**config.mk**
```make
export PLATFORM = sky130hd
export DESIGN_NAME = lsm_addr_seq
export DESIGN_NICKNAME = d
export VERILOG_FILES = /design/src/rtl/lsm_seq_pkg.sv /design/src/rtl/lsmseq_datapath.sv /design/src/rtl/lsmseq_control.sv /design/src/rtl/lsm_addr_seq.sv
export SDC_FILE = /design/constraint.sdc
export NUM_CORES = 1
export LEC_CHECK = 0
export ABC_AREA = 1
export BUFFER_PORTS_ARGS = -buffer_cell sky130_fd_sc_hd__buf_4
export CAP_MARGIN = 20
export CORE_MARGIN = 1.5
export CORE_UTILIZATION = 55
export DETAILED_ROUTE_END_ITERATION = 12
export GPL_TIMING_DRIVEN = 0
export PLACE_DENSITY_LB_ADDON = 0.25
export SKIP_LAST_GASP = 1
export SYNTH_ARGS = -nofsm -noshare
export SYNTH_HDL_FRONTEND = slang
export SYNTH_SLANG_ARGS = --single-unit
```
**constraint.sdc**
```tcl
create_clock -name clk -period 8.54 [get_ports clk]
set_input_delay 1.281 -clock clk [delete_from_list [all_inputs] [get_ports clk]]
set_output_delay 1.281 -clock clk [all_outputs]
set_load 0.02 [all_outputs]
```
**src/rtl/lsm_seq_pkg.sv**
```systemverilog
package lsm_seq_pkg;

  typedef enum logic [1:0] {
    MODE_INC_AFTER  = 2'd0,
    MODE_INC_BEFORE = 2'd1,
    MODE_DEC_AFTER  = 2'd2,
    MODE_DEC_BEFORE = 2'd3
  } xferMode_e;

  typedef enum logic [1:0] {
    ST_IDLE = 2'd0,
    ST_XFER = 2'd1,
    ST_FIN  = 2'd2
  } seqState_e;

  // strobes from control to datapath
  typedef struct packed {
    logic load;
    logic advance;
  } seqCtrl_t;

endpackage

```
**src/rtl/lsmseq_datapath.sv**
```systemverilog
module lsmseq_datapath
  import lsm_seq_pkg::*;
#(
  parameter int NUM_REGS = 16,
  parameter int ADDR_W   = 32
) (
  input  logic                        clk,
  input  logic                        rst_n,
  input  seqCtrl_t                    ctrl,
  input  logic [NUM_REGS-1:0]         regList,
  input  logic [ADDR_W-1:0]           baseAddr,
  input  xferMode_e                   mode,
  output logic [ADDR_W-1:0]           curAddr,
  output logic [$clog2(NUM_REGS)-1:0] curIdx,
  output logic                        firstWord,
  output logic                        listEmpty,
  output logic                        lastWord,
  output logic [ADDR_W-1:0]           wbAddr
);

  localparam int IDX_W = $clog2(NUM_REGS);
  localparam int CNT_W = $clog2(NUM_REGS + 1);
  localparam logic [ADDR_W-1:0] STEP = ADDR_W'(4);
  localparam logic [NUM_REGS-1:0] ONE_BIT = NUM_REGS'(1);

  logic [NUM_REGS-1:0] pendMask;
  logic [ADDR_W-1:0]   addrReg;
  logic                firstReg;
  logic [ADDR_W-1:0]   wbReg;

  logic [CNT_W-1:0]    setCount;
  logic [ADDR_W-1:0]   span;
  logic [ADDR_W-1:0]   startAddr;
  logic [ADDR_W-1:0]   wbNext;
  logic [NUM_REGS-1:0] lowBit;
  logic [IDX_W-1:0]    lowIdx;

  // number of selected registers
  always_comb begin
    setCount = '0;
    for (int i = 0; i < NUM_REGS; i++) begin
      setCount = setCount + CNT_W'(regList[i]);
    end
  end

  assign span = ADDR_W'(setCount) << 2;

  // lowest address of the block, always walked upwards afterwards
  always_comb begin
    unique case (mode)
      MODE_INC_AFTER:  startAddr = baseAddr;
      MODE_INC_BEFORE: startAddr = baseAddr + STEP;
      MODE_DEC_AFTER:  startAddr = baseAddr - span + STEP;
      default:         startAddr = baseAddr - span;
    endcase
  end

  assign wbNext = mode[1] ? (baseAddr - span) : (baseAddr + span);

  // isolate the lowest pending register
  assign lowBit = pendMask & (~pendMask + ONE_BIT);

  always_comb begin
    lowIdx = '0;
    for (int i = NUM_REGS - 1; i >= 0; i--) begin
      if (pendMask[i]) lowIdx = IDX_W'(i);
    end
  end

  always_ff @(posedge clk) begin
    if (!rst_n) begin
      pendMask <= '0;
      addrReg  <= '0;
      firstReg <= 1'b0;
      wbReg    <= '0;
    end else if (ctrl.load) begin
      pendMask <= regList;
      addrReg  <= startAddr;
      firstReg <= 1'b1;
      wbReg    <= wbNext;
    end else if (ctrl.advance) begin
      pendMask <= pendMask & ~lowBit;
      addrReg  <= addrReg + STEP;
      firstReg <= 1'b0;
    end
  end

  assign listEmpty = (regList == '0);
  assign lastWord  = ((pendMask & ~lowBit) == '0);
  assign curAddr   = {addrReg[ADDR_W-1:2], 2'b00};
  assign curIdx    = lowIdx;
  assign firstWord = firstReg;
  assign wbAddr    = wbReg;

endmodule

```
**src/rtl/lsmseq_control.sv**
```systemverilog
module lsmseq_control
  import lsm_seq_pkg::*;
(
  input  logic     clk,
  input  logic     rst_n,
  input  logic     start,
  input  logic     wbEn,
  input  logic     listEmpty,
  input  logic     lastWord,
  output seqCtrl_t ctrl,
  output logic     memValid,
  output logic     done,
  output logic     wbValid
);

  seqState_e state, stateNext;
  logic      wbKeep;

  always_comb begin
    stateNext    = state;
    ctrl.load    = 1'b0;
    ctrl.advance = 1'b0;
    unique case (state)
      ST_IDLE: begin
        if (start) begin
          ctrl.load = 1'b1;
          stateNext = listEmpty ? ST_FIN : ST_XFER;
        end
      end
      ST_XFER: begin
        ctrl.advance = 1'b1;
        if (lastWord) stateNext = ST_FIN;
      end
      default: stateNext = ST_IDLE;
    endcase
  end

  always_ff @(posedge clk) begin
    if (!rst_n) begin
      state  <= ST_IDLE;
      wbKeep <= 1'b0;
    end else begin
      state <= stateNext;
      if (ctrl.load) wbKeep <= wbEn;
    end
  end

  assign memValid = (state == ST_XFER);
  assign done     = (state == ST_FIN);
  assign wbValid  = (state == ST_FIN) && wbKeep;

endmodule

```
**src/rtl/lsm_addr_seq.sv**
```systemverilog
module lsm_addr_seq
  import lsm_seq_pkg::*;
#(
  parameter int NUM_REGS = 16,
  parameter int ADDR_W   = 32
) (
  input  logic                        clk,
  input  logic                        rst_n,
  input  logic                        start,
  input  logic [NUM_REGS-1:0]         regList,
  input  logic [ADDR_W-1:0]           baseAddr,
  input  logic [1:0]                  mode,
  input  logic                        wbEn,
  output logic                        memValid,
  output logic [ADDR_W-1:0]           memAddr,
  output logic [$clog2(NUM_REGS)-1:0] regIdx,
  output logic                        seqCycle,
  output logic                        done,
  output logic                        wbValid,
  output logic [ADDR_W-1:0]           wbAddr
);

  seqCtrl_t ctrl;
  logic     listEmpty;
  logic     lastWord;
  logic     firstWord;

  lsmseq_control uCtrl (
    .clk      (clk),
    .rst_n    (rst_n),
    .start    (start),
    .wbEn     (wbEn),
    .listEmpty(listEmpty),
    .lastWord (lastWord),
    .ctrl     (ctrl),
    .memValid (memValid),
    .done     (done),
    .wbValid  (wbValid)
  );

  lsmseq_datapath #(
    .NUM_REGS(NUM_REGS),
    .ADDR_W  (ADDR_W)
  ) uDp (
    .clk      (clk),
    .rst_n    (rst_n),
    .ctrl     (ctrl),
    .regList  (regList),
    .baseAddr (baseAddr),
    .mode     (xferMode_e'(mode)),
    .curAddr  (memAddr),
    .curIdx   (regIdx),
    .firstWord(firstWord),
    .listEmpty(listEmpty),
    .lastWord (lastWord),
    .wbAddr   (wbAddr)
  );

  assign seqCycle = ~firstWord;

endmodule

```
==> results of run 1 <==
## final cells by class
| class | count | area (um^2) | area share |
|---|---|---|---|
| plain buffers | 72 | 381.6 | 0.03697 |
| clock buffers | 10 | 229.0 | 0.02218 |
| clock inverters | 3 | 67.56 | 0.006545 |
| inverters | 190 | 715.7 | 0.06932 |
| multi-input cells | 1171 | 6215 | 0.6020 |
| flip-flops and latches | 82 | 1642 | 0.1590 |
| well taps | 216 | 270.3 | 0.02618 |
| repair buffers | 107 | 803.3 | 0.07781 |
## flip-flops by register name, summed over array words and instances (netlist names)
name / cells
uCtrl.state: 2
uDp.addrReg: 30
uDp.firstWord: 1
uDp.wbAddr: 32
uCtrl.wbKeep: 1
uDp.pendMask: 16
## critical path, delay by kind of cell
kind,cells,cell delay (ns)
adder cells (fa/ha/maj),8,3.25
AND/OR/NAND/NOR,9,1.49
AO/OA/AOI/OAI,4,0.90
buffers and inverters,8,0.70
## layout by cell type, fill, tap and decap left out, drive strengths merged, types with 30 or more instances in the layout
master | netlist | final
nand4 | 30 | 30
a21oi | 108 | 108
xor2 | 30 | 30
nor2 | 194 | 194
buf | 32 | 139
inv | 187 | 187
nand2 | 409 | 409
nand3 | 120 | 120
dfxtp | 82 | 82
o21ai | 111 | 111
clkbuf | 37 | 47
## synth_stat cells, types with 3 or more instances
library cell | instances | area (um^2)
nand3_2 | 9 | 90.09
ha_1 | 22 | 275.3
clkinv_1 | 3 | 11.26
nor2_4 | 7 | 78.83
a31oi_1 | 18 | 112.6
fa_1 | 12 | 240.2
buf_6 | 5 | 56.30
inv_1 | 173 | 649.4
nor2_8 | 3 | 60.06
nor4_1 | 8 | 50.05
a21oi_2 | 3 | 26.28
xor2_1 | 30 | 262.8
nor2_2 | 28 | 175.2
o221ai_1 | 11 | 96.34
nand2_4 | 3 | 33.78
buf_2 | 13 | 65.06
dfxtp_1 | 82 | 1642
nor2_1 | 156 | 585.6
inv_2 | 13 | 48.80
clkbuf_1 | 37 | 138.9
nand2_2 | 16 | 100.1
and2_1 | 4 | 25.02
buf_1 | 3 | 11.26
nand2_1 | 390 | 1464
o211ai_1 | 26 | 195.2
nor3_2 | 5 | 50.05
o22ai_1 | 6 | 37.54
o21ai_2 | 4 | 35.03
o21ai_0 | 93 | 465.5
xnor2_1 | 11 | 96.34
buf_4 | 11 | 82.58
nor3_1 | 21 | 105.1
nand3_1 | 109 | 545.5
nand4_1 | 30 | 187.7
a21oi_1 | 105 | 525.5
o21ai_1 | 14 | 70.07
## kinds of logic after synthesis
logic type,share of synthesized area
buffers and inverters,0.1226
DFF,0.1834
AOI/OAI and AO/OA,0.1880
other,0.0004190
adders and majority gates,0.05760
and+or+nand+nor,0.4078
xor gates and xnor gates,0.04012
## layer usage
metal / vias up / global-route usage
li1: 5206 / -
met1: 4944 / 0.5069
met2: 593 / 0.6341
met3: 149 / 0.08062
met4: 0 / 0.2857
met5: - / 0
## per-stage QoR
stage | worst slack, ns | area (um^2) | cells
after floorplan | 1.902 | 8954 | 1515
after global placement | 0.9785 | 10030 | 1838
after detailed placement | 0.9169 | 10030 | 1838
after CTS | 1.262 | 10320 | 1851
after global routing | 0.8708 | 10320 | 1851
final | 1.122 | 10320 | 1851
## power by group through the flow
stage	Clock (mW)	Sequential [mW]	Combinational, mW
final	0.406	0.499	1.21
after global routing	0.423	0.505	1.32
after CTS	0.405	0.497	1.18
after detailed placement	0	0.505	1.17
after global placement	0	0.504	1.16
after floorplan	0	0.547	0.756
## final timing paths
check	startpoint	to
max	regList[1]	uDp.wbAddr[17]$_SDFFE_PN0P_
max reg2reg	uCtrl.state[1]$_SDFFE_PN0P_	uDp.addrReg[13]$_SDFFE_PN0P_
min	uDp.firstWord$_SDFFE_PN0P_	uDp.firstWord$_SDFFE_PN0P_
min reg2reg	uDp.firstWord$_SDFFE_PN0P_	uDp.firstWord$_SDFFE_PN0P_
==> flow_summary.yaml, run 1 <==
synthesis:
  yosys.cell_types.count: 56
  syn_area_um2: 8950
  ys.flop_type: "dfxtp_1"
  synth-async-reset-ratio: 0
  syn_avg_cell_area_um2: 5.911
  synth-edff-count: 0
  ys_ff_latch: 82
  netlist_instances: 1514
  yosysSeqAreaShare: 0.1834
  ys_warn_count: 0
timing:
  fmax_ghz: 0.1348
  maxSlewViolCount: 0
  worst_pin_slew_ns: 0.8834
  slew_headroom: 0.4089
  post-route-min-period_ns: 7.418
  skew_ns: 0.008750
  hold_slack_ns: 0.4748
  fin_tns_setup_ns: 0
  rsz0062_at_grt: "false"
  setup_viol: 0
  finalHoldViolations: 0
  period_share: 0.8686
power_and_ir_drop:
  leakagePower_nw: 4.800
  power_frac_comb: 0.571
  pwr-share-clk: 0.192
  power_density_nw_per_um2: 204.5
  max-vdd-ir-drop_mv: 0.2228
  switching_share: 0.4791
  p_sw_mw: 1.012
  total_power_mw: 2.112
  seqPwrFrac: 0.236
  p_int_mw: 1.100
clock_network:
  numCtsBuffers: 9
  cts_buffer_depth: 2
  worstSkewPairLatency_ns: 0.34
  cts_root_buf: "clkbuf_16"
  post_cts_buffers: 0
  clk_pin_slew_ns: 0.06
  clkSinkCount: 82
  cts_tree: "done"
  cts_resized: 0
  cts_hold_repair.buffers: 0
  htreeDepth: 3
finish:
  n_antenna_cell: 0
  area_growth_pct: 15.35
  fillerInstances: 1548
  drive_above_1_share: 0.1492
  nets: 1721
  final_core_util: 0.6499
setup_path:
  path_max_fanout: 8
  slowest_delay_ns: 0.54
  crit_slowest_cell: "fa_1"
  cpMostUsedCell: "fa_1"
  crit_type: "input pin to register"
  r2r_slack_ns: 5.66
  startpoint_type: "input pin"
  cp-end-kind: "register"
  crit_arrival_ns: 7.61
  cp.required_ns: 8.73
  ff2ff_path_depth: 8
drt:
  routedWlPerCell_um: 18.78
  wirelength_um: 34760
  highest_layer: "met4"
  wl_met2_um: 15140
  dr.pass1.iters: 7
  viasPerCell: 5.884
  wl_met3_um: 3343
  met1_length_um: 13720
  ant_nets: 0
  dr_total_vias: 10890
  drtIter0Drc: 1110
  drc_errors: 0
floorplan:
  die_area_um2: 17050
  ioPinCount: 126
  initial_core_util: 0.5634
  die_w_um: 130.6
  die_h_um: 130.6
  rows: 46
  coreArea_um2: 15890
place:
  dpl.hpwl_um: 28220
  port_buffers: 107
  routabilityCongestion: 1.066
global_route:
  first_global_vias: 9782
  grt.overflow.total: 0
  grt_max_degree: 13
  grt_pass1_wl_um: 52430
  antenna_found_initial: 0
  grt_util_all_layers: 0.4075
min_path:
  hold_path_class: "register to register"
  min_delay_path_depth: 2
job:
  cap_violations: 0
status:
  status: "complete, no violations"
No activity file was read; power rests on OpenSTA's default activity.
==> inputs of run 2 (changes only) <==
Settings changed: PLACE_DENSITY set to 0.85, PLACE_DENSITY_LB_ADDON 0.25 to not set.
==> run 2 against run 1 <==
Cell count rose by 0.16%. Clock skew rose by 0.0015 ns. Maximum frequency rose by 2.0%. Utilization rose by 0.11 points. Critical path depth did not move. Total power rose by 1.5%. Highest routed layer unchanged. Die area did not move. Via count rose by 1.9%. Largest cell class unchanged. Non-clock buffer count did not move.
==> flow_summary.yaml, run 2 (same netlist as run 1, synthesis figures left out) <==
finish:
  drive_above_1_share: 0.1514
  area_growth_pct: 15.55
  largest_register_ffs: 32
  n_antenna_cell: 0
  final_core_util: 0.6510
  fillerInstances: 1607
  multi_input_area_um2: 6215
  final_common_cell: "nand2_1"
  nets: 1721
  seqCellArea_um2: 1642
  layoutNonFillerInstCount: 1854
  final_cell_mix: "nand2_1 (390), inv_1 (173), nor2_1 (156)"
drt:
  drc_errors: 0
  ant_nets: 0
  dr.pass1.iters: 6
  drtIter0Drc: 1211
  dr_total_vias: 11090
  wirelength_um: 36400
  routedWlPerCell_um: 19.63
  viasPerCell: 5.984
global_route:
  grt_max_degree: 17
  antenna_found_initial: 0
  first_global_vias: 10190
  grt_util_all_layers: 0.4263
  grt_pass1_wl_um: 54740
  grt.overflow.total: 0
floorplan:
  initial_core_util: 0.5634
  rows: 46
  ioPinCount: 126
  die_h_um: 130.6
  die_w_um: 130.6
  coreArea_um2: 15890
  die_area_um2: 17050
place:
  port_buffers: 107
  place_inst: 1838
  dpl.hpwl_um: 29080
  routabilityCongestion: 1.036
clock_network:
  clk_pin_slew_ns: 0.07
  cts_resized: 0
  post_cts_buffers: 0
  cts_tree: "done"
  clkSinkCount: 82
  numCtsBuffers: 9
  worstSkewPairLatency_ns: 0.35
  cts_buffer_depth: 2
  cts_hold_repair.buffers: 0
  htreeDepth: 3
  cts_root_buf: "clkbuf_16"
setup_path:
  cp-end-kind: "register"
  ff2ff_path_depth: 8
  regToRegStartpoint: "uCtrl.state[1]$_SDFFE_PN0P_"
  slowest_delay_ns: 0.53
  r2r-end: "uDp.addrReg[13]$_SDFFE_PN0P_"
  crit_arrival_ns: 7.48
  path_max_fanout: 8
  startpoint_type: "input pin"
  crit_type: "input pin to register"
  cp.required_ns: 8.75
  crit_slowest_cell: "fa_1"
  r2r_slack_ns: 5.67
timing:
  period_share: 0.8520
  fmax_ghz: 0.1374
  skew_ns: 0.01024
  slew_headroom: 0.3931
  worst_pin_slew_ns: 0.9103
  post-route-min-period_ns: 7.276
  fin_tns_setup_ns: 0
  maxSlewViolCount: 0
  hold_slack_ns: 0.4740
  rsz0062_at_grt: "false"
  setup_viol: 0
  finalHoldViolations: 0
min_path:
  hp-start: "uDp.wbAddr[13]$_SDFFE_PN0P_"
  min_delay_path_depth: 2
  min_to: "uDp.wbAddr[13]$_SDFFE_PN0P_"
  hold_path_class: "register to register"
status:
  status: "complete, no violations"
power_and_ir_drop:
  max-vdd-ir-drop_mv: 0.2593
  power_density_nw_per_um2: 207.3
  total_power_mw: 2.144
  leakagePower_nw: 4.809
job:
  cap_violations: 0
## run 2: routing by layer
layer	wire, um	track usage
met1	13760	0.5107
met2	16180	0.6941
met3	3858	0.09243
met4	2604	0.2721
met5	0	0
## run 2: layout make-up
class,instances,share of cell area
multi-input combinational,1171,0.6010
sequential,82,0.1587
timing repair buffer,107,0.07768
inverter,190,0.06921
buffer,72,0.03690
tap,216,0.02613
clock buffer,9,0.02178
clock inverter,7,0.008590
## run 2: worst max path at each step
| stage | from | to | slack (ns) | depth (start not counted) |
|---|---|---|---|---|
| final | regList[1] | uDp.wbAddr[23]$_SDFFE_PN0P_ | 1.26 | 29 |
| after detailed placement | regList[1] | uDp.wbAddr[17]$_SDFFE_PN0P_ | 1.03 | 29 |
| after global placement | regList[1] | uDp.wbAddr[17]$_SDFFE_PN0P_ | 1.11 | 29 |
| after CTS | regList[1] | uDp.wbAddr[17]$_SDFFE_PN0P_ | 1.39 | 29 |
| after floorplan | regList[1] | uDp.addrReg[20]$_SDFFE_PN0P_ | 1.90 | 26 |
| after global routing | regList[1] | uDp.wbAddr[21]$_SDFFE_PN0P_ | 0.84 | 32 |
## run 2: power by group
part	switching [mW]	total, mW	internal, mW	leakage (nW)
logic	0.815	1.23	0.411	3.98
clock network	0.185	0.418	0.232	0.149
registers	0.0619	0.501	0.439	0.677
## run 2: stage by stage
step / worst slack (ns) / area (um^2)
2_1_floorplan: 1.902 / 8954
3_3_place_gp: 1.106 / 10030
3_5_place_dp: 1.034 / 10030
4_1_cts: 1.391 / 10340
5_1_grt: 0.8358 / 10340
6_report: 1.264 / 10340
## run 2: critical path: cells and delay by family
family | cells | cell delay (ns)
adder cells (fa/ha/maj) | 8 | 3.21
AND/OR/NAND/NOR | 10 | 1.72
AO/OA/AOI/OAI | 4 | 0.64
buffers and inverters | 7 | 0.62
==> inputs of run 3 (changes only) <==
Settings changed: ABC_AREA 1 to not set, CORE_UTILIZATION 55 to 50, PLACE_DENSITY 0.85 to 0.79.
==> run 3 against run 2 <==
Utilization is 5.3 points lower. Total power is 2.0% lower. Worst hold slack worse by 0.0026 ns. Sequential power is 3% lower. Cell count is 17% lower. Routed wire length is 12% lower. Critical path depth is 6 lower. Area after synthesis is 5.9% lower. Final area is 4.4% lower. Global-route usage is 6.6 points lower. Non-clock buffer count is 26 higher. Register-to-register slack worse by 0.25 ns. Critical endpoint is now uDp.addrReg[31]$_SDFFE_PN0P_. Largest cell class unchanged.
==> flow_summary.yaml, run 3 <==
status:
  status: "complete, no violations"
clock_network:
  clkSinkCount: 82
  htreeDepth: 3
  cts_buffer_depth: 2
  cts_tree: "done"
  worstSkewPairLatency_ns: 0.36
  cts_root_buf: "clkbuf_16"
  numCtsBuffers: 9
  cts_hold_repair.buffers: 0
  clk_pin_slew_ns: 0.07
timing:
  period_share: 0.9644
  skew_ns: 0.01210
  maxSlewViolCount: 0
  worst_pin_slew_ns: 1.090
  post-route-min-period_ns: 8.236
  fmax_ghz: 0.1214
  slew_headroom: 0.2665
  final.setup.worst_slack_ns: 0.3040
  finalHoldViolations: 0
  fin_tns_setup_ns: 0
  setup_viol: 0
setup_path:
  cp.required_ns: 8.84
  crit_arrival_ns: 8.54
  cp.buffers_inverters: 4
  cpLargestDelayFamily: "adder cells"
  crit_type: "input pin to register"
  path_max_fanout: 10
  path_cells: "buf_4, inv_1, ha_1, inv_1, fa_1, fa_1, fa_1, fa_1, fa_1, fa_1, nor2b_1, o21a_1, ha_1, buf_2, nand2b_1, nand3_2, nor4_1, o21ai_0, nor4_4, nand4b_1, or2_4, or4_1, nand3_1"
  crit_slowest_cell: "nor4_1"
  cp-end-kind: "register"
  startpoint_type: "input pin"
  slowest_delay_ns: 0.66
  cpMostUsedCell: "fa_1"
power_and_ir_drop:
  pwr-share-clk: 0.200
  max-vdd-ir-drop_mv: 0.1626
  p_int_mw: 1.124
  power_density_nw_per_um2: 212.4
  p_sw_mw: 0.9773
  seqPwrFrac: 0.230
  total_power_mw: 2.101
  power_frac_comb: 0.570
  switching_share: 0.4652
  leakagePower_nw: 3.811
finish:
  final_common_cell: "nand2_1"
  layoutNonFillerInstCount: 1538
  drive_above_1_share: 0.1335
  nets: 1402
  n_antenna_cell: 0
  largest_register_ffs: 32
  final_core_util: 0.5985
  area_growth_pct: 17.48
  final_cell_mix: "nand2_1 (129), buf_4 (119), o21ai_0 (85)"
synthesis:
  ys_ff_latch: 82
  yosysTopAreaCellShare: 0.1950
  yosysSeqAreaShare: 0.1950
  yosys-top-cells-area: "dfxtp_1 (20%), nand2_1 (5.8%), xnor2_1 (5.1%), o21ai_0 (5.1%), a21oi_1 (4.2%)"
  synth-edff-count: 0
  synth_most_common_cell: "nand2_1"
  syn_avg_cell_area_um2: 7.098
  syn_area_um2: 8418
  ys.flop_type: "dfxtp_1"
  synth-async-reset-ratio: 0
  yosysTopAreaCell: "dfxtp_1"
  netlist_instances: 1186
  ys_top_cells_by_count: "nand2_1 (129), o21ai_0 (85), dfxtp_1 (82), nor2_1 (80)"
  ys_warn_count: 0
  yosys.cell_types.count: 86
global_route:
  first_global_vias: 8824
  grt.overflow.total: 0
  grt_max_degree: 14
  antenna_found_initial: 0
  grt_pass1_wl_um: 49710
  grt_util_all_layers: 0.3599
place:
  dpl.hpwl_um: 24900
  port_buffers: 114
  routabilityCongestion: 1.059
  post-place-ws_ns: -0.4870
  place_inst: 1522
drt:
  dr_total_vias: 9805
  dr.pass1.iters: 6
  ant_nets: 0
  drtIter0Drc: 1250
  drc_errors: 0
  viasPerCell: 6.375
  routedWlPerCell_um: 20.94
  wirelength_um: 32200
floorplan:
  coreArea_um2: 16520
  rows: 47
  die_area_um2: 17620
  die_w_um: 132.8
  die_h_um: 132.8
  initial_core_util: 0.5094
  ioPinCount: 126
min_path:
  hold_path_class: "register to register"
job:
  cap_violations: 0
[run 3: timing repair]
item	CTS	global route
pin swaps	0	1
endpoints found under the setup margin	2	6
buffers inserted	0	1
resized for setup	1	1
[run 3: worst reg2reg max path: cells and delay by family (launching register included)]
family / cells / cell delay [ns]
buffers and inverters: 1 / 0.17
and+or+nand+nor: 4 / 1.54
AOI/OAI and AO/OA: 3 / 0.69
DFF: 1 / 0.30
adders and majority gates: 1 / 0.36
[run 3: cell type report]
type	count	area [um^2]
clock buffer	11	252.7
sequential	82	1642
clock inverter	4	51.30
timing repair buffer	116	868.3
buffer	89	371.6
inverter	55	206.4
fill	1587	6635
multi-input combinational	961	6222
tap	220	275.3
[run 3: final timing paths]
check	from	endpoint	slack, ns	cells past startpoint
setup reg to reg	uDp.pendMask[0]$_SDFFE_PN0P_	uCtrl.state[1]$_SDFFE_PN0P_	5.42	9
hold reg to reg	uDp.wbAddr[1]$_SDFFE_PN0P_	uDp.wbAddr[1]$_SDFFE_PN0P_	0.47	2
hold / removal	uDp.wbAddr[1]$_SDFFE_PN0P_	uDp.wbAddr[1]$_SDFFE_PN0P_	0.47	2
setup / recovery	regList[1]	uDp.addrReg[31]$_SDFFE_PN0P_	0.30	23
[run 3: kinds of logic after synthesis]
group	count (synthesis)	share of synthesized area
compound gates	315	0.2454
xor+xnor	87	0.09052
fa+ha+maj	37	0.06480
buf+inv	144	0.06867
flops	82	0.1950
mux	12	0.01501
other cells	1	0.0004455
simple gates	508	0.3202
[run 3: metrics by stage]
stage | hold slack (ns) | area, um^2
5_1_grt | 0.4923 | 9889
3_5_place_dp | 0.4659 | 9558
4_1_cts | 0.4770 | 9867
6_report | 0.4714 | 9889
2_1_floorplan | 0.4388 | 8422
3_3_place_gp | 0.4534 | 9553
[run 3: power by group through the flow]
| stage | logic [mW] | registers (mW) | clock network [mW] |
|---|---|---|---|
| detailed placement | 1.15 | 0.489 | 0 |
| finish | 1.20 | 0.484 | 0.420 |
| global route | 1.30 | 0.488 | 0.434 |
| floorplan | 0.775 | 0.524 | 0 |
| global placement | 1.14 | 0.488 | 0 |
| CTS | 1.17 | 0.481 | 0.417 |
[run 3: routing by layer]
metal	wire length [um]	up-vias	global-route usage
met3	3370	99	0.06705
met1	13800	4502	0.4974
met4	1303	0	0.1526
met5	0	-	0
li1	-	4517	-
met2	13730	687	0.5494
